File: src/rtl/flow_ctl_unit.sv
module flow_ctl_unit #(
  parameter int AW  = 13,
  parameter int SDW = 3,
  parameter int LW  = 2
) (
  input  logic          clk,
  input  logic          rst_n,
  input  logic          dec_valid,
  input  logic [1:0]    dec_kind,
  input  logic          dec_cond_en,
  input  logic [2:0]    dec_cond,
  input  logic [AW-1:0] dec_target,
  input  logic [LW-1:0] dec_len,
  input  logic          flag_c,
  input  logic          flag_z,
  input  logic          flag_s,
  input  logic          flag_p,
  output logic [AW-1:0] pc,
  output logic          stack_ovf,
  output logic          stack_udf
);
  localparam int DEPTH = 1 << SDW;
  localparam logic [1:0] K_STEP = 2'd0, K_JMP = 2'd1, K_CALL = 2'd2, K_RET = 2'd3;

  logic [AW-1:0]  stk [DEPTH];
  logic [SDW-1:0] sp;
  logic [SDW:0]   cnt;

  wire [3:0]     flags   = {flag_p, flag_s, flag_z, flag_c};
  wire           take    = !dec_cond_en || (flags[dec_cond[1:0]] == dec_cond[2]);
  wire [AW-1:0]  seq_pc  = pc + AW'(dec_len);
  wire           empty   = (cnt == '0);
  wire           full    = (cnt == (SDW+1)'(DEPTH));
  wire           do_push = dec_valid && dec_kind == K_CALL && take;
  wire           do_pop  = dec_valid && dec_kind == K_RET && take && !empty;
  wire           do_udf  = dec_valid && dec_kind == K_RET && take && empty;
  wire [SDW-1:0] top     = sp - SDW'(1);

  always_ff @(posedge clk)
    if (do_push) stk[sp] <= seq_pc;

  always_ff @(posedge clk) begin
    if (!rst_n) begin
      pc        <= '0;
      sp        <= '0;
      cnt       <= '0;
      stack_ovf <= 1'b0;
      stack_udf <= 1'b0;
    end else if (dec_valid) begin
      unique case (dec_kind)
        K_STEP: pc <= seq_pc;
        K_JMP:  pc <= take ? dec_target : seq_pc;
        K_CALL: begin
          pc <= take ? dec_target : seq_pc;
          if (do_push) begin
            sp <= sp + SDW'(1);
            if (full) stack_ovf <= 1'b1;
            else      cnt <= cnt + 1'b1;
          end
        end
        K_RET: begin
          if (!take) pc <= seq_pc;
          else if (do_pop) begin
            pc  <= stk[top];
            sp  <= top;
            cnt <= cnt - 1'b1;
          end else if (do_udf) stack_udf <= 1'b1;
        end
      endcase
    end
  end
endmodule

File: config.mk
export PLATFORM = sky130hd
export DESIGN_NAME = flow_ctl_unit
export DESIGN_NICKNAME = d
export VERILOG_FILES = /design/src/rtl/flow_ctl_unit.sv
export SDC_FILE = /design/constraint.sdc
export NUM_CORES = 1
export LEC_CHECK = 0
export ABC_AREA = 1
export BUFFER_PORTS_ARGS = -buffer_cell sky130_fd_sc_hd__buf_2
export CORE_ASPECT_RATIO = 0.9
export CORE_MARGIN = 2
export CORE_UTILIZATION = 30
export CTS_BUF_LIST = sky130_fd_sc_hd__clkbuf_16
export DETAILED_ROUTE_END_ITERATION = 10
export PLACE_DENSITY = 0.5
export SYNTH_ARGS = -nofsm -noshare
export SYNTH_HDL_FRONTEND = slang
export SYNTH_SLANG_ARGS = --single-unit
File: constraint.sdc
create_clock -name clk -period 2.7 [get_ports clk]
set_input_delay 0 -clock clk [delete_from_list [all_inputs] [get_ports clk]]
set_output_delay 0 -clock clk [all_outputs]
set_load 0.005 [all_outputs]
* Word-level counts from Yosys, hierarchy flattened *
Memories as Yosys holds them, arrays and structs flattened.
Cells that the tools add are included.

word-level totals
  flip-flop bits (word level) = 22
  memory bits (writable) = 104
  input bits = 28
  output and inout bits = 15
  word-level logic and storage cells = 58
  memories kept = 1

memory list
  name  words  width  read ports  clocked after memory_dff  write ports  RTL line  text
  stk   8      13     1           0                         1            25        logic [AW-1:0] stk [DEPTH];

cells by class
  add/sub/neg operators = 5
  $lt $le $gt $ge = 1
  equality and inequality tests = 10
  muxes and demuxes = 17
  bitwise operators = 1
  reductions and logical operators = 18

operators by type and width
  operator               number
  $mux W13               3
  $pmux W13 S3           1
  $mux W4                4
  $add A13 B2 Y13        1
  $reduce_and A5 Y1      2
  $mux W3                3
  $ne A2 B2 Y1 const B   4
  $pmux W4 S2            1
  $logic_and A1 B1 Y1    6
  $pmux W3 S2            1
  $reduce_and A6 Y1      1
  $add A4 B1 Y4 const B  1
  $eq A2 B2 Y1 const B   2
  $eq A4 B4 Y1 const B   1
  $logic_not A4 Y1       1
  $reduce_and A4 Y1      1
  $sub A4 B1 Y4 const B  1
  $add A3 B1 Y3 const B  1
  $lt A2 B3 Y1 const B   1
  $mux W1                3
  $ne A3 B3 Y1 const B   1
  $sub A3 B1 Y3 const B  1
  $bmux W1 S2            1
  $eq A2 B1 Y1 const B   1
  8 further kinds        9

* Longest topological paths before layout *
Gate-level depths: netlist of run 1.

  word-level depth = 9
  gate-level depth with buffers = 14
  gate-level depth less buffers = 12

* Worst setup path after synthesis of run 1 *
No wires, ideal clock.

  path kind = register -> register
  start = register sp[0]
  end = register pc[8]
  library setup time = 0.113 ns
  data arrival time = 1.850 ns
  data required time = 2.587 ns
  slack = 0.736 ns
  stages on the path, launching flop included = 14
  period minus slack after synthesis = 1.964 ns
  path through = dfxtp_1 > inv_2 > clkbuf_1 > ha_1 > buf_2 > inv_2 > buf_2 > nand3_1 > nand3_1 > nand3_1 > nand2_1 > o21ai_0 > nor2_1 > nor2_1

between the ends
  cells in the longest elaborated chain, start to end = 5

RTL lines
  item                      RTL line  text
  start: declaration        26        logic [SDW-1:0] sp;
  start signal: assignment  56        sp <= sp + SDW'(1);
  start signal: assignment  65        sp <= top;
  $sub A3 B1 Y3             37        wire [SDW-1:0] top = sp - SDW'(1);
  $mem_v2 Z8 W13            -
  $mux W13                  63        else if (do_pop) begin
  $mux W13                  62        if (!take) pc <= seq_pc;
  $pmux W13 S3              50        unique case (dec_kind)
  end signal: assignment    51        K_STEP: pc <= seq_pc;
  end signal: assignment    62
  end signal: assignment    64        pc <= stk[top];
  end: declaration          18        output logic [AW-1:0] pc,

No other way between the ends. The select of a mux whose other input is x is not followed.
A chain may end at the register's enable or synchronous reset.

* Worst setup path after layout of run 1 *
  start = register pc[0]
  end = register pc[12]

between the ends
  cells in the longest elaborated chain, start to end = 3
  elaborated cells between the ends (all ways) = 4
  those cells by class = 1 x add/sub; 3 x mux

RTL lines
  item                         RTL line    text
  start signal: assignment     51
  start signal: assignment     52          K_JMP: pc <= take ? dec_target : seq_pc;
  start signal: assignment     54          pc <= take ? dec_target : seq_pc;
  $add A13 B2 Y13 (*)          31          wire [AW-1:0] seq_pc = pc + AW'(dec_len);
  net seq_pc[12]               31
  $mux W13 (on tied branches)  62, 52, 54
  $pmux W13 S3 (*)             50

Mark *: on every way through the listed nets, which the timed path passes. The rest lies on a longest branch.

==> summary.txt, run 1 <==
Cells and area
  – NumNets Final: 719
  – Layout area overhead: 19.1%
  – # diodes: 0
  – Cell Count, Final, Fillers Out: ~950
  – Share of cells above drive strength 1: 0.163

Die
  – Initial Util: 0.304
  – IO Count: 43
  – Core area: around 20,000 sq um
  – Die ar.: 21,200 sq um
  – Num rows: 49
  – Chip Width: between 150 and 200 microns
  – Die H: 138 microns

Clocking
  – Clk sinks: roughly 130
  – CTS tree: built
  – Clk root buf: clkbuf_16
  – Reg clk slew, reported paths: roughly 60 ps
  – Hold buffers post-CTS: 0
  – Clk Latency, worst-skew pair: 420 ps
  – Post-cts sizing count: 0
  – Clock buffer depth: 2
  – CTS Buf Count: 17
  – CTS H-Tree Depth: 4
  – Postcts setup bufs: 0

Logic synthesis
  – Sequential share of the synthesized area: 0.592
  – Distinct cells, synth: 39
  – Syn avg cell area: 9.59 sq um
  – Yosys top cell by area: edfxtp_1
  – EDFF count, synth: 104
  – Ys Warns: 0
  – Most common flop cell mapped by yosys: edfxtp_1
  – Top area cells in the synthesized netlist: edfxtp_1, nand2_1, dfxtp_1
  – Mapped Cells: 627
  – Net Count, Synth: around 670
  – Area share of the largest cell type after synthesis: 0.519
  – Seq cells post-synth: 126
  – FFs w/ async S/R, synth: 0
  – Mapped Area: 6010 sq um

Route
  – DRT Wirelength: between 15 and 20 mm
  – Drt wl/cell: between 15 and 20 microns
  – Vias: roughly 4,600
  – Initial drt markers: 412
  – First drt pass iteration count: 5
  – Post-route DRC: 0
  – Vias per inst: between 4 and 5
  – Routed Antenna Nets: 0

Worst setup path
  – Crit Path Max Fanout: 9
  – Worst EP arrival: 2580 ps
  – Critical path class: reg -> reg
  – Critical path endpoint category: flop
  – Crit start category: flop
  – CP Data Required Time: about 3000 ps

Global routing
  – Initial antenna violation count: 0
  – First-pass GRT wire length: 25.8 mm
  – GRT Residual Overflow: 0
  – Largest net degree at the start of global routing: between 50 and 60
  – Total Routing Usage GR: 0.160
  – Number of global-route vias before repair: 4,430

STA
  – Min Clock Period, post-route: 2230 ps
  – PnR worst setup slack: 471 ps
  – Setup tns final: 0 ps
  – Fin crit share: 0.826
  – RSZ-0062 raised after global routing: false
  – Slew Limit Fails: 0
  – Fmax achieved: 449 MHz
  – Worst slew margin: 0.481
  – Clk_skew: 10.3 ps
  – Slew @ Worst Pin: 772 ps
  – Setup violators final: 0
  – Hold Vio Cnt, Final: 0

Status
  – Status: complete, no violations

Pwr
  – Worst VDD drop: 0.476 mV
  – Power Density: 727 nW/um^2
  – Pleak: 2.86 nW

Flow run
  – Max-cap violations: 0

Worst hold path
  – Hold WC Path Type: in -> reg

Place
  – Placed wire-length estimate: 10.4 mm
  – Pre-CTS setup slack: about 540 ps
  – Placed insts: 916
  – GP Congestion: 0.823
  – IO buf count: 42
==> where the power goes <==
group / switching, mW / total (mW) / internal, mW
combinational: 0.404 / 0.592 / 0.188
sequential: 0.0387 / 2.21 / 2.17
clock: 0.865 / 2.41 / 1.54
==> final cells by class <==
cell class / instances / area (sq um)
Tap cell: 255 / 319
Inverter: 46 / 175
Timing Repair Buffer: 59 / 363
Fill cell: 1945 / 12600
Sequential cell: 126 / 3560
Clock inverter: 15 / 195
Clock buffer: 17 / 425
Multi-Input combinational cell: 430 / 2120
==> metrics by stage <==
step	power [mW]	area, sq um	hold WS [ps]	utilization
after floorplan	2.64	6010	249	-
after global routing	5.41	7170	54.4	0.362
after global placement	2.84	6550	412	0.331
after CTS	5.25	7170	19.5	0.362
after detailed placement	2.84	6550	406	0.331
final	5.21	7170	27.1	0.362
==> cells in the mapped netlist, types with 3 or more instances <==
cell type  number
clkbuf_1        5
nand2_1       180
o21ai_1         9
buf_4           3
nand4_1         4
inv_1          38
nand3_2         3
buf_2          13
xor2_1          5
buf_6           4
nor2_1         56
inv_2           7
a21oi_1        20
ha_1            9
dfxtp_1        22
nand3_1        83
nor3_1          4
edfxtp_1      104
nand3b_1        4
o21ai_0        21
xnor2_1         6
o22ai_1         6
==> registers in the layout (all words and copies together) (netlist names) <==
signal     cells
pc            13
stack_ovf      1
stack_udf      1
stk          104
cnt            4
sp             3
==> critical path: stages, from the launching register on <==
cell	delay [ps]
dfxtp_1	350
ha_1	240
fa_1	240
nand2_1	100
nor2_2	140
nand3_1	120
xnor2_1	590
nand3_1	130
nand2_1	100
nor2_1	40
nor2_1	110
==> cell usage in the layout (no fill, tap or decap), types with 2 or more instances in the layout <==
| cell | synthesis | layout |
|---|---|---|
| inv_2 | 7 | 7 |
| o21ai_0 | 21 | 21 |
| nor3_1 | 4 | 4 |
| buf_12 | 0 | 2 |
| nand2_1 | 180 | 180 |
| clkinv_2 | 0 | 2 |
| bufinv_16 | 0 | 4 |
| clkbuf_16 | 0 | 17 |
| inv_6 | 0 | 2 |
| ha_1 | 9 | 9 |
| buf_2 | 13 | 42 |
| nor2_2 | 2 | 2 |
| buf_4 | 3 | 15 |
| nand3_2 | 3 | 3 |
| nor2_1 | 56 | 56 |
| o21ai_1 | 9 | 9 |
| clkinvlp_4 | 0 | 3 |
| nand3_1 | 83 | 83 |
| clkinv_4 | 0 | 2 |
| dfxtp_1 | 22 | 22 |
| nor3_2 | 2 | 2 |
| fa_1 | 2 | 2 |
| a21oi_1 | 20 | 20 |
| nand4_1 | 4 | 4 |
| o22ai_1 | 6 | 6 |
| inv_1 | 38 | 40 |
| edfxtp_1 | 104 | 104 |
| xnor2_1 | 6 | 6 |
| nand3b_1 | 4 | 4 |
| xor2_1 | 5 | 5 |
| nand2_2 | 2 | 2 |
==> worst paths after layout <==
path                 start         to  slack (ps)  cells after the start
min          dec_target[1]      pc[1]          30                      6
min reg2reg      stack_ovf  stack_ovf         460                      2
max reg2reg          pc[0]     pc[12]         470                     10
max                  pc[0]     pc[12]         470                     10
==> logic make-up (layout without fill, tap and decap cells) <==
logic type	Yosys count	after routing	synth area share
XOR/XNOR	12	12	0.0206
flip-flops	126	126	0.592
AND/OR/NAND/NOR	348	348	0.255
buffers and inverters	71	137	0.0543
AO/OA/AOI/OAI	59	59	0.0518
adder cells (fa/ha/maj)	11	11	0.0254
==> layer usage <==
layer,wire [microns],part of all wire,up-vias,GRT usage
met3,863,0.053,24,0.0282
li1,-,-,2219,-
met4,369,0.023,0,0.0682
met1,7780,0.47,2233,0.228
met5,0,0,-,0
met2,7380,0.45,141,0.239
No activity file was read; power rests on OpenSTA's default activity.
==> run 2: changes to the inputs <==
PLACE_DENSITY = 0.52   (was 0.5)
clock period = 1.9 ns   (was 2.7 ns; I/O delays follow)
==> run 2 against run 1 <==
  * Routed wire length shrank 4.8%
  * Die area is the same
  * Utilization grew 1.8 points
  * Worst hold slack lost 20 ps
  * Clock power grew 39%
  * Sequential share of layout area shrank 2.3 points
  * Fmax grew 23%
  * Final area grew 4.9%
  * Cell count grew 3.5%
  * Critical path type unchanged
  * Highest routed layer unchanged
==> summary.txt, run 2 (synthesized netlist as in run 1, its figures left out) <==
STA
  – Hold Vio Cnt, Final: 0 (unchanged)
  – Min Clock Period, post-route: 1810 ps (was 2230 ps)
  – Slew Limit Fails: 0 (unchanged)
  – Worst slew margin: 0.735 (was 0.481)
  – Slew @ Worst Pin: 397 ps (was 772 ps)
  – Clk_skew: 4.45 ps (was 10.3 ps)
  – Setup violators final: 0 (unchanged)
  – Fmax achieved: 551 MHz (was 449 MHz)
  – Fin crit share: 0.955 (was 0.826)
  – PnR worst setup slack: 86.0 ps (was 471 ps)

Cells and area
  – Final Cell Area: 7510 sq um (was 7170 sq um)
  – Reg with most FFs: stk (unchanged)
  – Share of cells above drive strength 1: 0.215 (was 0.163)
  – Register area: 3560 sq um (about the same)
  – Layout area overhead: 24.9% (was 19.1%)
  – Largest registers: stk x104, pc x13, cnt x4 (unchanged)
  – Multi-input logic area: 2190 sq um (was 2120 sq um)
  – Commonest non-fill, non-tap cells in the layout: nand2_1, edfxtp_1, nand3_1, nor2_1 (was nand2_1, edfxtp_1, nand3_1, nor2_1, buf_2)
  – Fill cells: 2,009 (was 1,945)
  – # diodes: 0 (unchanged)
  – Cell Count, Final, Fillers Out: 981 (was 948)
  – Max reg flops: 104 (unchanged)
  – Most common cell after layout, fill and taps aside: nand2_1 (unchanged)
  – NumNets Final: 752 (was 719)

Route
  – DRT Wirelength: 15.6 mm (was 16.4 mm)
  – Vias per inst: 4.66 (was 4.87)
  – Post-route DRC: 0 (unchanged)
  – Drt wl/cell: 15.9 microns (was 17.3 microns)
  – First drt pass iteration count: 7 (was 5)
  – Initial drt markers: 393 (was 412)
  – Vias: 4,572 (was 4,617)
  – Routed Antenna Nets: 0 (unchanged)

Clocking
  – Clock buffer depth: 2 (unchanged)
  – Clk Latency, worst-skew pair: 420 ps (about the same)
  – Clk root buf: clkbuf_16 (unchanged)
  – CTS Buf Count: 17 (unchanged)
  – Reg clk slew, reported paths: 60 ps (about the same)
  – Clk sinks: 126 (unchanged)
  – CTS H-Tree Depth: 4 (unchanged)
  – CTS tree: built (unchanged)

Pwr
  – Worst VDD drop: 0.591 mV (was 0.476 mV)
  – Power Density: 991 nW/um^2 (was 727 nW/um^2)
  – Pleak: 3.06 nW (was 2.86 nW)

Worst setup path
  – Crit start category: flop (unchanged)
  – CP Data Required Time: 2040 ps (was 3060 ps)
  – RR Endpoint: stk[7][8] (was pc[12])
  – CP max stage delay: 340 ps (was 590 ps)
  – Worst EP arrival: 1950 ps (was 2580 ps)
  – Crit path cell chain: ha_2, fa_2, nand2_2, nor2_4, buf_4, a21oi_1, or2_1, inv_1 (was ha_1, fa_1, nand2_1, nor2_2, nand3_1, xnor2_1, nand3_1, nand2_1, nor2_1, nor2_1)
  – Crit Path Max Fanout: 8 (was 9)
  – Cells on worst reg2reg path: 8 (was 10)
  – Critical path's slowest cell: fa_2 (was xnor2_1)
  – Critical path endpoint category: flop (unchanged)
  – Worst r2r src: pc[0] (unchanged)
  – Critical path class: reg -> reg (unchanged)
  – R2r setup slk: 90 ps (was 470 ps)

Die
  – Die H: 138 microns (unchanged)
  – Num rows: 49 (unchanged)
  – Chip Width: 153 microns (unchanged)
  – Core area: 19,800 sq um (unchanged)
  – Initial Util: 0.304 (unchanged)
  – IO Count: 43 (unchanged)
  – Die ar.: 21,200 sq um (unchanged)

Global routing
  – GRT Residual Overflow: 0 (unchanged)
  – Largest net degree at the start of global routing: 54 (was 57)
  – Initial antenna violation count: 0 (unchanged)
  – Total Routing Usage GR: 0.152 (was 0.160)
  – First-pass GRT wire length: 24.5 mm (was 25.8 mm)
  – Number of global-route vias before repair: 4,327 (was 4,430)

Place
  – Placed insts: 946 (was 916)
  – Pre-CTS setup slack: -1.20 ps (was 538 ps)
  – Placed wire-length estimate: 10.7 mm (was 10.4 mm)
  – IO buf count: 42 (unchanged)
  – GP Congestion: 0.775 (was 0.823)
  – Placed inst area: 6820 sq um (was 6550 sq um)

Worst hold path
  – Hold Path Stages: 3 (was 6)
  – Min-Delay Endpoint: sp[0] (was pc[1])
  – Hold wc startpoint: rst_n (was dec_target[1])
  – Hold WC Path Type: in -> reg (unchanged)

Flow run
  – Max-cap violations: 0 (unchanged)

Status
  – Status: complete, no violations (unchanged)
==> run 2: how the worst max path moves through the flow <==
stage	from	cells after the start	endpoint
after floorplan	sp[0]	13	pc[8]
after global placement	pc[0]	8	stk[1][6]
after detailed placement	pc[0]	8	stk[1][6]
after CTS	pc[0]	8	stk[2][6]
after global routing	sp[1]	11	pc[10]
final	pc[0]	8	stk[7][8]
==> run 2: area by class of cell <==
class / count / area share
clock buffer: 17 / 0.0566
clock inverter: 15 / 0.0238
inverter: 46 / 0.0233
multi-input combinational: 430 / 0.292
sequential: 126 / 0.474
tap: 255 / 0.0425
timing repair buffer: 92 / 0.0876
==> run 2: what timing repair did <==
| item | CTS | global route |
|---|---|---|
| pin swaps | 0 | 1 |
| endpoints found under the hold margin | 2 | 0 |
| hold buffers | 1 | 0 |
| resized for setup | 1 | 17 |
| endpoints found under the setup margin | 8 | 51 |
| buffers inserted | 0 | 2 |
==> run 2: report_power, final <==
| part | leakage, nW | switching [mW] | total [mW] | internal, mW |
|---|---|---|---|---|
| logic | 1.63 | 0.612 | 0.963 | 0.352 |
| registers | 1.13 | 0.0439 | 3.13 | 3.09 |
| clock network | 0.298 | 1.19 | 3.35 | 2.16 |
==> run 2: routing by layer <==
layer | up-vias | wire length, microns | GRT usage
met4 | 0 | 233 | 0.0517
met3 | 16 | 647 | 0.0276
met5 | - | 0 | 0
met1 | 2167 | 7920 | 0.225
met2 | 105 | 6800 | 0.222
li1 | 2284 | - | -
==> run 2: per-stage QoR <==
stage	hold slack [ps]	power [mW]	util	TNS, ps
5_1_grt	47.2	7.73	0.379	-2.62
6_report	7.35	7.44	0.379	0
2_1_floorplan	249	3.75	-	0
3_3_place_gp	408	4.12	0.344	0
3_5_place_dp	410	4.12	0.344	-8.60
4_1_cts	3.37	7.47	0.375	0
==> run 2: critical path, delay by kind of cell, from the launching register on <==
family / cells / cell delay [ps]
simple gates: 3 / 300
compound gates: 1 / 140
buf+inv: 2 / 260
fa+ha+maj: 2 / 520
flops: 1 / 310
